### config.mk
export PLATFORM = sky130hd
export DESIGN_NAME = fpu_issue_ctrl
export DESIGN_NICKNAME = d
export VERILOG_FILES = /design/src/rtl/fpu_issue_pkg.sv /design/src/rtl/fpu_inflight_table.sv /design/src/rtl/fpu_serial_tracker.sv /design/src/rtl/fpu_dst_match.sv /design/src/rtl/fpu_issue_ctrl.sv
export SDC_FILE = /design/constraint.sdc
export NUM_CORES = 1
export LEC_CHECK = 0
export BUFFER_PORTS_ARGS = -buffer_cell sky130_fd_sc_hd__buf_2
export CAP_MARGIN = 20
export CORE_MARGIN = 2
export CORE_UTILIZATION = 30
export CTS_BUF_LIST = sky130_fd_sc_hd__clkbuf_16
export CTS_CLUSTER_SIZE = 24
export DETAILED_ROUTE_END_ITERATION = 7
export GPL_ROUTABILITY_DRIVEN = 1
export PLACE_DENSITY = 0.5
export SLEW_MARGIN = 20
export SYNTH_ARGS = -nofsm -noshare
export SYNTH_HDL_FRONTEND = slang
export SYNTH_SLANG_ARGS = --single-unit
### constraint.sdc
create_clock -name clk -period 2.6 [get_ports clk]
set_input_delay 0 -clock clk [delete_from_list [all_inputs] [get_ports clk]]
set_output_delay 0 -clock clk [all_outputs]
set_load 0.01 [all_outputs]
### src/rtl/fpu_issue_pkg.sv
// Shared definitions for the FPU issue dispatcher.
// Assumes the decoder uses these four latency class codes.
package fpu_issue_pkg;
    typedef enum logic [1:0] {
        CLS_SINGLE = 2'b00,
        CLS_ADDMUL = 2'b01,
        CLS_OTHER  = 2'b10,
        CLS_SERIAL = 2'b11
    } lat_cls_e;
endpackage

### src/rtl/fpu_inflight_table.sv
// In-flight table for fixed-latency FPU operations.
// Slot j holds the operation whose writeback is j cycles away (slot 0 is
// in writeback now). Every cycle the table shifts toward slot 0, and a newly
// issued operation of latency L enters slot L-1. The issuer must guarantee
// that the slot an operation shifts into is free.
module fpu_inflight_table #(
    parameter int DEPTH = 3,
    parameter int IDX_W = 5,
    parameter int POS_W = 2
) (
    input  logic                         clk,
    input  logic                         rst_n,
    input  logic                         ins_en,
    input  logic [POS_W-1:0]             ins_lat,
    input  logic [IDX_W-1:0]             ins_rd,
    output logic [DEPTH-1:0]             slot_vld,
    output logic [DEPTH-1:0][IDX_W-1:0]  slot_rd
);
    logic [DEPTH-1:0]            nxt_vld;
    logic [DEPTH-1:0][IDX_W-1:0] nxt_rd;

    // Next-state: shift every slot one step closer to writeback, then insert.
    always_comb begin
        nxt_vld = slot_vld >> 1;
        nxt_rd  = slot_rd >> IDX_W;
        if (ins_en) begin
            nxt_vld[ins_lat - POS_W'(1)] = 1'b1;
            nxt_rd[ins_lat - POS_W'(1)]  = ins_rd;
        end
    end

    // State register with synchronous reset clearing all slots.
    always_ff @(posedge clk) begin
        if (!rst_n) begin
            slot_vld <= '0;
            slot_rd  <= '0;
        end else begin
            slot_vld <= nxt_vld;
            slot_rd  <= nxt_rd;
        end
    end

    AST_LAT_RANGE: assert property (@(posedge clk) disable iff (!rst_n)
        ins_en |-> (ins_lat >= POS_W'(1)) && (int'(ins_lat) <= DEPTH));
    AST_SLOT_FREE: assert property (@(posedge clk) disable iff (!rst_n)
        (ins_en && int'(ins_lat) < DEPTH) |-> !slot_vld[ins_lat]);
endmodule

### src/rtl/fpu_serial_tracker.sv
// Tracks one outstanding serializing (variable-latency) FPU operation.
// The tag and destination are latched at issue, and the entry is released
// when the FPU returns a result with the same tag. Assumes at most one is
// outstanding, which the issuer guarantees.
module fpu_serial_tracker #(
    parameter int TAG_W = 3,
    parameter int IDX_W = 5
) (
    input  logic             clk,
    input  logic             rst_n,
    input  logic             start,
    input  logic [TAG_W-1:0] start_tag,
    input  logic [IDX_W-1:0] start_rd,
    input  logic             res_valid,
    input  logic [TAG_W-1:0] res_tag,
    output logic             busy,
    output logic [IDX_W-1:0] hold_rd
);
    logic [TAG_W-1:0] hold_tag;
    logic             done;

    // Completion: a returned result that carries the held tag.
    always_comb done = busy && res_valid && (res_tag == hold_tag);

    // Busy flag, tag and destination registers.
    always_ff @(posedge clk) begin
        if (!rst_n) begin
            busy     <= 1'b0;
            hold_tag <= '0;
            hold_rd  <= '0;
        end else if (start) begin
            busy     <= 1'b1;
            hold_tag <= start_tag;
            hold_rd  <= start_rd;
        end else if (done) begin
            busy     <= 1'b0;
        end
    end

    AST_ONE_SERIAL: assert property (@(posedge clk) disable iff (!rst_n)
        start |-> !busy);
    AST_TAG_STABLE: assert property (@(posedge clk) disable iff (!rst_n)
        (busy && !start) |=> $stable(hold_tag));
endmodule

### src/rtl/fpu_dst_match.sv
// Compares one register index against every outstanding FPU destination,
// both the fixed-latency slots and the serializing entry.
module fpu_dst_match #(
    parameter int DEPTH = 3,
    parameter int IDX_W = 5
) (
    input  logic                         q_en,
    input  logic [IDX_W-1:0]             q_idx,
    input  logic [DEPTH-1:0]             slot_vld,
    input  logic [DEPTH-1:0][IDX_W-1:0]  slot_rd,
    input  logic                         ser_busy,
    input  logic [IDX_W-1:0]             ser_rd,
    output logic                         hit
);
    // OR together the per-slot matches with the serializing-entry match.
    always_comb begin
        hit = ser_busy && (ser_rd == q_idx);
        for (int j = 0; j < DEPTH; j++) begin
            hit = hit || (slot_vld[j] && (slot_rd[j] == q_idx));
        end
        hit = hit && q_en;
    end
endmodule

### src/rtl/fpu_issue_ctrl.sv
// FPU issue dispatcher (top).
// Grants issue to a decoded floating-point operation unless one of these
// holds: a serializing operation is outstanding, it has a RAW or WAW hazard
// with an outstanding destination, its fixed-latency result would collide on
// the single writeback port, or it is serializing while pipelined operations
// are still in flight. Assumes results of fixed classes appear exactly L
// cycles after issue.
module fpu_issue_ctrl #(
    parameter int IDX_W      = 5,
    parameter int TAG_W      = 3,
    parameter int LAT_ADDMUL = 2,
    parameter int LAT_OTHER  = 3
) (
    input  logic             clk,
    input  logic             rst_n,
    input  logic             op_valid,
    input  logic [1:0]       op_lat_cls,
    input  logic [TAG_W-1:0] op_tag,
    input  logic [IDX_W-1:0] op_dst,
    input  logic [IDX_W-1:0] op_src_a,
    input  logic [IDX_W-1:0] op_src_b,
    input  logic [IDX_W-1:0] op_src_c,
    input  logic [2:0]       op_src_en,
    input  logic             res_valid,
    input  logic [TAG_W-1:0] res_tag,
    input  logic             nf_src_en,
    input  logic [IDX_W-1:0] nf_src,
    input  logic             nf_dst_en,
    input  logic [IDX_W-1:0] nf_dst,
    output logic             op_issue,
    output logic             op_stall,
    output logic             fpu_busy,
    output logic             nf_hazard
);
    import fpu_issue_pkg::*;

    localparam int MAX_LAT = (LAT_ADDMUL > LAT_OTHER) ? LAT_ADDMUL : LAT_OTHER;
    localparam int DEPTH   = (MAX_LAT > 1) ? MAX_LAT : 1;
    localparam int POS_W   = $clog2(DEPTH + 1);
    localparam int NQ      = 6;

    lat_cls_e                    cls;
    logic                        is_serial;
    logic [POS_W-1:0]            fix_lat;
    logic [DEPTH-1:0]            slot_vld;
    logic [DEPTH-1:0][IDX_W-1:0] slot_rd;
    logic [DEPTH:0]              occ_ext;
    logic                        ser_busy;
    logic [IDX_W-1:0]            ser_rd;
    logic [NQ-1:0]               q_en;
    logic [NQ-1:0][IDX_W-1:0]    q_idx;
    logic [NQ-1:0]               q_hit;
    logic                        raw_hit, waw_hit, wb_clash, any_inflight, blocked;

    // Map the class code to serialize or to a fixed latency.
    always_comb begin
        cls       = lat_cls_e'(op_lat_cls);
        is_serial = (cls == CLS_SERIAL);
        case (cls)
            CLS_ADDMUL: fix_lat = POS_W'(LAT_ADDMUL);
            CLS_OTHER:  fix_lat = POS_W'(LAT_OTHER);
            default:    fix_lat = POS_W'(1);
        endcase
    end

    // Gather the register indices that are compared against destinations.
    always_comb begin
        q_en  = {nf_dst_en, nf_src_en, 1'b1, op_src_en[2], op_src_en[1], op_src_en[0]};
        q_idx = {nf_dst, nf_src, op_dst, op_src_c, op_src_b, op_src_a};
    end

    // One comparator per queried index.
    for (genvar q = 0; q < NQ; q++) begin : g_match
        fpu_dst_match #(.DEPTH(DEPTH), .IDX_W(IDX_W)) u_match (
            .q_en     (q_en[q]),
            .q_idx    (q_idx[q]),
            .slot_vld (slot_vld),
            .slot_rd  (slot_rd),
            .ser_busy (ser_busy),
            .ser_rd   (ser_rd),
            .hit      (q_hit[q])
        );
    end

    // Issue decision: hazards, writeback port collision and serialization.
    always_comb begin
        raw_hit      = |q_hit[2:0];
        waw_hit      = q_hit[3];
        occ_ext      = {1'b0, slot_vld};
        wb_clash     = occ_ext[fix_lat];
        any_inflight = |slot_vld;
        if (ser_busy)       blocked = 1'b1;
        else if (is_serial) blocked = any_inflight;
        else                blocked = raw_hit || waw_hit || wb_clash;
        op_issue  = op_valid && !blocked;
        op_stall  = op_valid && blocked;
        fpu_busy  = any_inflight || ser_busy;
        nf_hazard = q_hit[4] || q_hit[5];
    end

    fpu_inflight_table #(.DEPTH(DEPTH), .IDX_W(IDX_W), .POS_W(POS_W)) u_table (
        .clk      (clk),
        .rst_n    (rst_n),
        .ins_en   (op_issue && !is_serial),
        .ins_lat  (fix_lat),
        .ins_rd   (op_dst),
        .slot_vld (slot_vld),
        .slot_rd  (slot_rd)
    );

    fpu_serial_tracker #(.TAG_W(TAG_W), .IDX_W(IDX_W)) u_serial (
        .clk       (clk),
        .rst_n     (rst_n),
        .start     (op_issue && is_serial),
        .start_tag (op_tag),
        .start_rd  (op_dst),
        .res_valid (res_valid),
        .res_tag   (res_tag),
        .busy      (ser_busy),
        .hold_rd   (ser_rd)
    );

    AST_SERIAL_ALONE: assert property (@(posedge clk) disable iff (!rst_n)
        (op_issue && op_lat_cls == 2'b11) |-> !fpu_busy);
    AST_NO_HAZARD_ISSUE: assert property (@(posedge clk) disable iff (!rst_n)
        op_issue |-> !(q_hit[0] || q_hit[1] || q_hit[2] || q_hit[3]));
    AST_BUSY_AFTER_ISSUE: assert property (@(posedge clk) disable iff (!rst_n)
        op_issue |=> fpu_busy);
    AST_STALL_NEEDS_VALID: assert property (@(posedge clk) disable iff (!rst_n)
        op_stall |-> (op_valid && !op_issue));
endmodule

* After elaboration in Yosys (flattened, before gate mapping)
Index checks and enable logic that the tools add are counted.
** Storage, ports and cells
- Register bits after elaboration :: 27
- Bits of input ports :: 47
- Output and inout bits :: 4
** Cells by class
- Add/subtract/negate cells :: 1
- Order comparisons :: 3
- Equal/unequal tests :: 28
- Multiplexer cells :: 14
- Bitwise operators :: 1
- Reduce and logical (&&, ||, !) cells :: 64
** Operators by type and width (number)
- $eq 5x5->1 :: 24
- $logic_and 1x1->1 :: 36
- $logic_or 1x1->1 :: 22
- $bwmux 15 :: 1
- $demux 5 s2 :: 1
- $mux 10 :: 1
- $lt 2x3->1 const B :: 2
- $mux 1 :: 6
- $reduce_or 3->1 :: 2
- $mux 5 :: 1
- $eq 2x2->1 const B :: 2
- $pmux 2 s2 :: 1
- $eq 3x3->1 :: 1
- $or 2x3->3 :: 1
- $bmux 1 s2 :: 1
- $demux 1 s2 :: 1
- $eq 2x1->1 const B :: 1
- $ge 2x1->1 const B :: 1
- $logic_not 1->1 :: 2
- $mux 2 :: 1
- $reduce_and 2->1 :: 1
- $reduce_bool 2->1 :: 1
- $sub 2x1->2 const B :: 1

* Longest topological paths before layout
- Depth after elaboration :: 15
- Depth in mapped cells :: 9
- Mapped depth without buffers :: 9

* Hierarchy
From an unflattened synthesis, not the netlist that was laid out.
** Unflattened totals
- Cells, all modules :: 296
- Area total of the unflattened synthesis :: 2621.3 um^2
** By module, submodules not included
- fpu_dst_match :: instances 6, cells an instance 31, area an instance 244.0 um^2
- fpu_inflight_table :: instances 1, cells an instance 57, area an instance 621.8 um^2
- fpu_serial_tracker :: instances 1, cells an instance 32, area an instance 375.4 um^2
- fpu_issue_ctrl :: instances 1, cells an instance 21, area an instance 160.2 um^2

* Least setup slack after synthesis
Ideal clock, no wire load.
- Path type :: register to register
- Start :: register u_table.slot_rd[3] (netlist bit)
- End :: register u_table.slot_rd[0] (netlist bit)
- Setup time :: 0.072 ns
- Data arrival time :: 1.832 ns
- Setup slack :: 0.696 ns
- Cell stages (with the launch flop) :: 9
- Path buffers :: 1
- Path through :: dfxtp_1 -> buf_4 -> xor2_1 -> nor4_1 -> and3_1 -> o41ai_2 -> nand4_4 -> nor2_8 -> mux2i_1
** Between the ends
- Cells in the longest elaborated chain, start to end :: 15
** Ends and longest elaborated chain
- start, declared :: RTL line fpu_inflight_table.sv:17 : output logic [DEPTH-1:0][IDX_W-1:0] slot_rd
- start signal, assigned :: RTL line fpu_inflight_table.sv:39 : slot_rd <= nxt_rd;
- $eq 5x5->1 :: RTL line fpu_dst_match.sv:19 : hit = hit || (slot_vld[j] && (slot_rd[j] == q_idx));
- $logic_and 1x1->1 :: RTL line fpu_dst_match.sv:19
- $logic_or 1x1->1 (3 in a row) :: RTL line fpu_dst_match.sv:19
- $logic_and 1x1->1 :: RTL line fpu_dst_match.sv:21 : hit = hit && q_en;
- $reduce_or 3->1 :: RTL line fpu_issue_ctrl.sv:87 : raw_hit = |q_hit[2:0];
- $logic_or 1x1->1 (*) (2 in a row) :: RTL line fpu_issue_ctrl.sv:94 : else blocked = raw_hit || waw_hit || wb_clash;
- $mux 1 (*) :: RTL line fpu_issue_ctrl.sv:93 : else if (is_serial) blocked = any_inflight;
- $mux 1 (*) :: RTL line fpu_issue_ctrl.sv:92 : if (ser_busy) blocked = 1'b1;
- $logic_not 1->1 (*) :: RTL line fpu_issue_ctrl.sv:95 : op_issue = op_valid && !blocked;
- $logic_and 1x1->1 (*) :: RTL line fpu_issue_ctrl.sv:95
- $logic_and 1x1->1 (*) :: RTL line fpu_issue_ctrl.sv:104 : .ins_en (op_issue && !is_serial),
- $mux 10 (*) :: RTL line fpu_inflight_table.sv:26 : if (ins_en) begin
Every way passes the cells marked *; elsewhere a longest branch is shown, timed or not.
A chain may end at the register's enable or synchronous reset.

* Worst setup path after layout
- Start :: register u_table.slot_rd[13] (netlist bit)
- End :: output op_issue
** Between the ends
- Cells in the longest elaborated chain, start to end :: 11
** Ends and longest elaborated chain
- $eq 5x5->1 :: RTL line fpu_dst_match.sv:19
- $logic_and 1x1->1 :: RTL line fpu_dst_match.sv:19
- $logic_or 1x1->1 :: RTL line fpu_dst_match.sv:19
- $logic_and 1x1->1 :: RTL line fpu_dst_match.sv:21
- $reduce_or 3->1 :: RTL line fpu_issue_ctrl.sv:87
- $logic_or 1x1->1 (*) (2 in a row) :: RTL line fpu_issue_ctrl.sv:94
- $mux 1 (*) :: RTL line fpu_issue_ctrl.sv:93
- $mux 1 (*) :: RTL line fpu_issue_ctrl.sv:92
- $logic_not 1->1 (*) :: RTL line fpu_issue_ctrl.sv:95
- $logic_and 1x1->1 (*) :: RTL line fpu_issue_ctrl.sv:95
- end, declared :: RTL line fpu_issue_ctrl.sv:30 : output logic op_issue,
Marks and branches as above.

==> impl_metrics.json <==
{
  "outcome": "finished, final reports clean",
  "grt_use_total_pct": 16.79,
  "yosys.area.top_type": "xor2_1",
  "holdCritPathClass": "input pin to flop",
  "drive_gt1_share_pct": 23.16,
  "die-area_mm2": 0.009931,
  "rows": 34,
  "power_uw": 1129,
  "post_cts_buffers": 0,
  "ys_seq_area_share_pct": 19.69,
  "cts_root_buffer": "clkbuf_16",
  "avgSynthCellArea_um2": 8.884,
  "fin_crit_ps": 2448,
  "worst_setup_path_end_kind": "primary output",
  "final_cell_area_mm2": 0.003204,
  "cts_tree": "yes",
  "clkSinkCount": 27,
  "wirelength_um": 8120,
  "ff2ff_setup_slack_ps": 370,
  "synthTopCellsByArea": "xor2_1, dfxtp_1, xnor2_1, mux2i_1, nor4_1",
  "grt_max_degree": 28,
  "ios": 51,
  "grt_overflow": 0,
  "yosys_warnings": 0,
  "startpoint": "u_table.slot_rd[13]",
  "post-place-ws_ps": 363.2,
  "slew_headroom_pct": 64.15,
  "io_buffers": 50,
  "clk_path_buf_depth": 2,
  "initial_utilization_pct": 31.17,
  "syn-cell-area_mm2": 0.002745,
  "syn_inst": 309,
  "h-tree-depth": 1,
  "dr.pass1.iters": 4,
  "synthFlopType": "dfxtp_1",
  "setup_viol": 0,
  "ir_drop_uv": 247.7,
  "netlist_top_cells_count": "xor2_1, xnor2_1, dfxtp_1",
  "area_delta_synth_final_pct": 16.73,
  "final.setup.worst_slack_ps": 152.4,
  "timing.final.crit_share_pct": 94.14,
  "finalSetupTns_ps": 0,
  "skew_ps": 8.383,
  "criticalPathCategory": "flop to primary output",
  "die_h_um": 99.66,
  "synth_edf_count": 0,
  "hold_viol": 0,
  "place_hpwl_um": 6236,
  "synth.distinct_cells": 33,
  "remaining_drc_errors": 0,
  "async_flop_share_pct": 0,
  "via_per_inst": 4.916,
  "insertion_delay_ps": 270,
  "leakage_uw": 0.001511,
  "drt_iter0_markers": 186,
  "synth_top_area_share_pct": 26.80,
  "r2r_cells": 7,
  "ant_nets": 0,
  "wire_per_inst_um": 17.58,
  "placed_cell_area_mm2": 0.003090,
  "hold_ws_ps": 57.57,
  "place_congestion": 0.8553,
  "path_clk_slew_ps": 70,
  "arrival_ps": 2450,
  "vias": 2271,
  "grt_pass1_vias": 2284,
  "max_freq_mhz": 408.6,
  "power.density_mw_per_mm2": 352.4,
  "antenna_found_initial": 0,
  "crit_required_ps": 2600,
  "worstMarginPinSlew_ps": 537.0,
  "r2r-start": "u_table.slot_rd[13]",
  "slew_viol_final": 0,
  "grt_pass1_wl_um": 12730,
  "synth-seq-cells": 27,
  "nets": 405,
  "cts_inserted_buffers": 3,
  "cp_max_fo": 7,
  "synth_nets": 359,
  "diodes": 0,
  "cp-start-kind": "flop",
  "die_w_um": 99.66,
  "reg2reg_to": "u_table.slot_rd[8]",
  "cts_resized": 0,
  "endpoint": "op_issue",
  "drv_cap": 0,
  "grt_setup_unrepaired": "false",
  "core_mm2": 0.008806,
  "synth.most_common_cell": "xor2_1"
}
[critical path: stages, from the launching register on]
cell and delay, ps:
dfxtp_1 630, xor2_1 190, nor4_1 70, and3_1 170, o41ai_2 380, nand4_4 270
o21ai_2 200, and3_1 160, buf_2 120
[registers in the layout, indices dropped and copies added (netlist names)]
register,cells
u_table.slot_rd,15
u_table.slot_vld,3
u_serial.hold_rd,5
u_serial.busy,1
u_serial.hold_tag,3
[logic make-up after synthesis]
logic type	Yosys count	share of synthesized area [%]
muxes	20	7.293
adders and majority gates	3	1.368
DFF	27	19.69
and+or+nand+nor	90	20.24
buffers and inverters	33	6.791
AOI/OAI and AO/OA	13	5.378
xor gates and xnor gates	123	39.24
[worst min-delay path by stage]
stage / start / end / slack, ps / cells past startpoint
floorplan: op_valid / op_stall / 140 / 1
global route: res_valid / u_serial.busy / 80 / 3
detailed placement: op_tag[0] / u_serial.hold_tag[0] / 270 / 3
finish: res_valid / u_serial.busy / 60 / 3
CTS: res_valid / u_serial.busy / 60 / 3
global placement: op_tag[1] / u_serial.hold_tag[1] / 250 / 3
[area by class of cell]
cell class | instances | area (µm²)
clock buffer | 3 | 75.07
clock inverter | 1 | 8.758
fill | 885 | 5602
inverter | 3 | 11.26
multi-input combinational | 249 | 2018
sequential | 27 | 540.5
tap | 108 | 135.1
timing repair buffer | 71 | 415.4
[metal layers]
metal	up-vias	part of all wire [%]	routed length (µm)	track usage, %
met5	-	0	0	0
met2	60	46	3715	27.96
met1	1069	47	3812	22.62
met3	17	4.4	358	1.968
met4	0	2.9	233	5.374
li1	1125	-	-	-
[metrics by stage]
step | cells | utilization, %
2_1_floorplan | 309 | -
3_3_place_gp | 455 | 35.10
3_5_place_dp | 455 | 35.10
4_1_cts | 462 | 36.39
5_1_grt | 462 | 36.39
6_report | 462 | 36.39
[power by group]
part	internal, µW	switching [µW]
Clock	213	150
Combinational	147	158
Sequential	427	35.3
[timing repair]
item                                   CTS  global route
hold buffers                             3             0
setup endpoints to repair                0             0
endpoints found under the hold margin    3             0
[cells in the final DEF, fill, tap and decap left out, types with 2 or more instances in the layout]
cell type,synthesis,final
buf_2,11,50
dfxtp_1,27,27
xor2_1,84,84
nand3_1,10,10
and2_1,5,5
o41ai_4,2,2
o21a_1,2,2
nand2_1,20,20
a31oi_1,3,3
dlygate4sd3_1,0,3
and3_4,2,2
mux2i_1,20,20
and3_1,9,9
inv_1,2,2
nor2b_1,8,8
buf_4,13,18
nor2_8,2,2
ha_1,3,3
nand4_1,5,5
clkbuf_16,0,3
nor4_1,20,20
nor3_1,5,5
a21boi_0,2,2
xnor2_1,39,39
No activity file was read; power rests on OpenSTA's default activity.
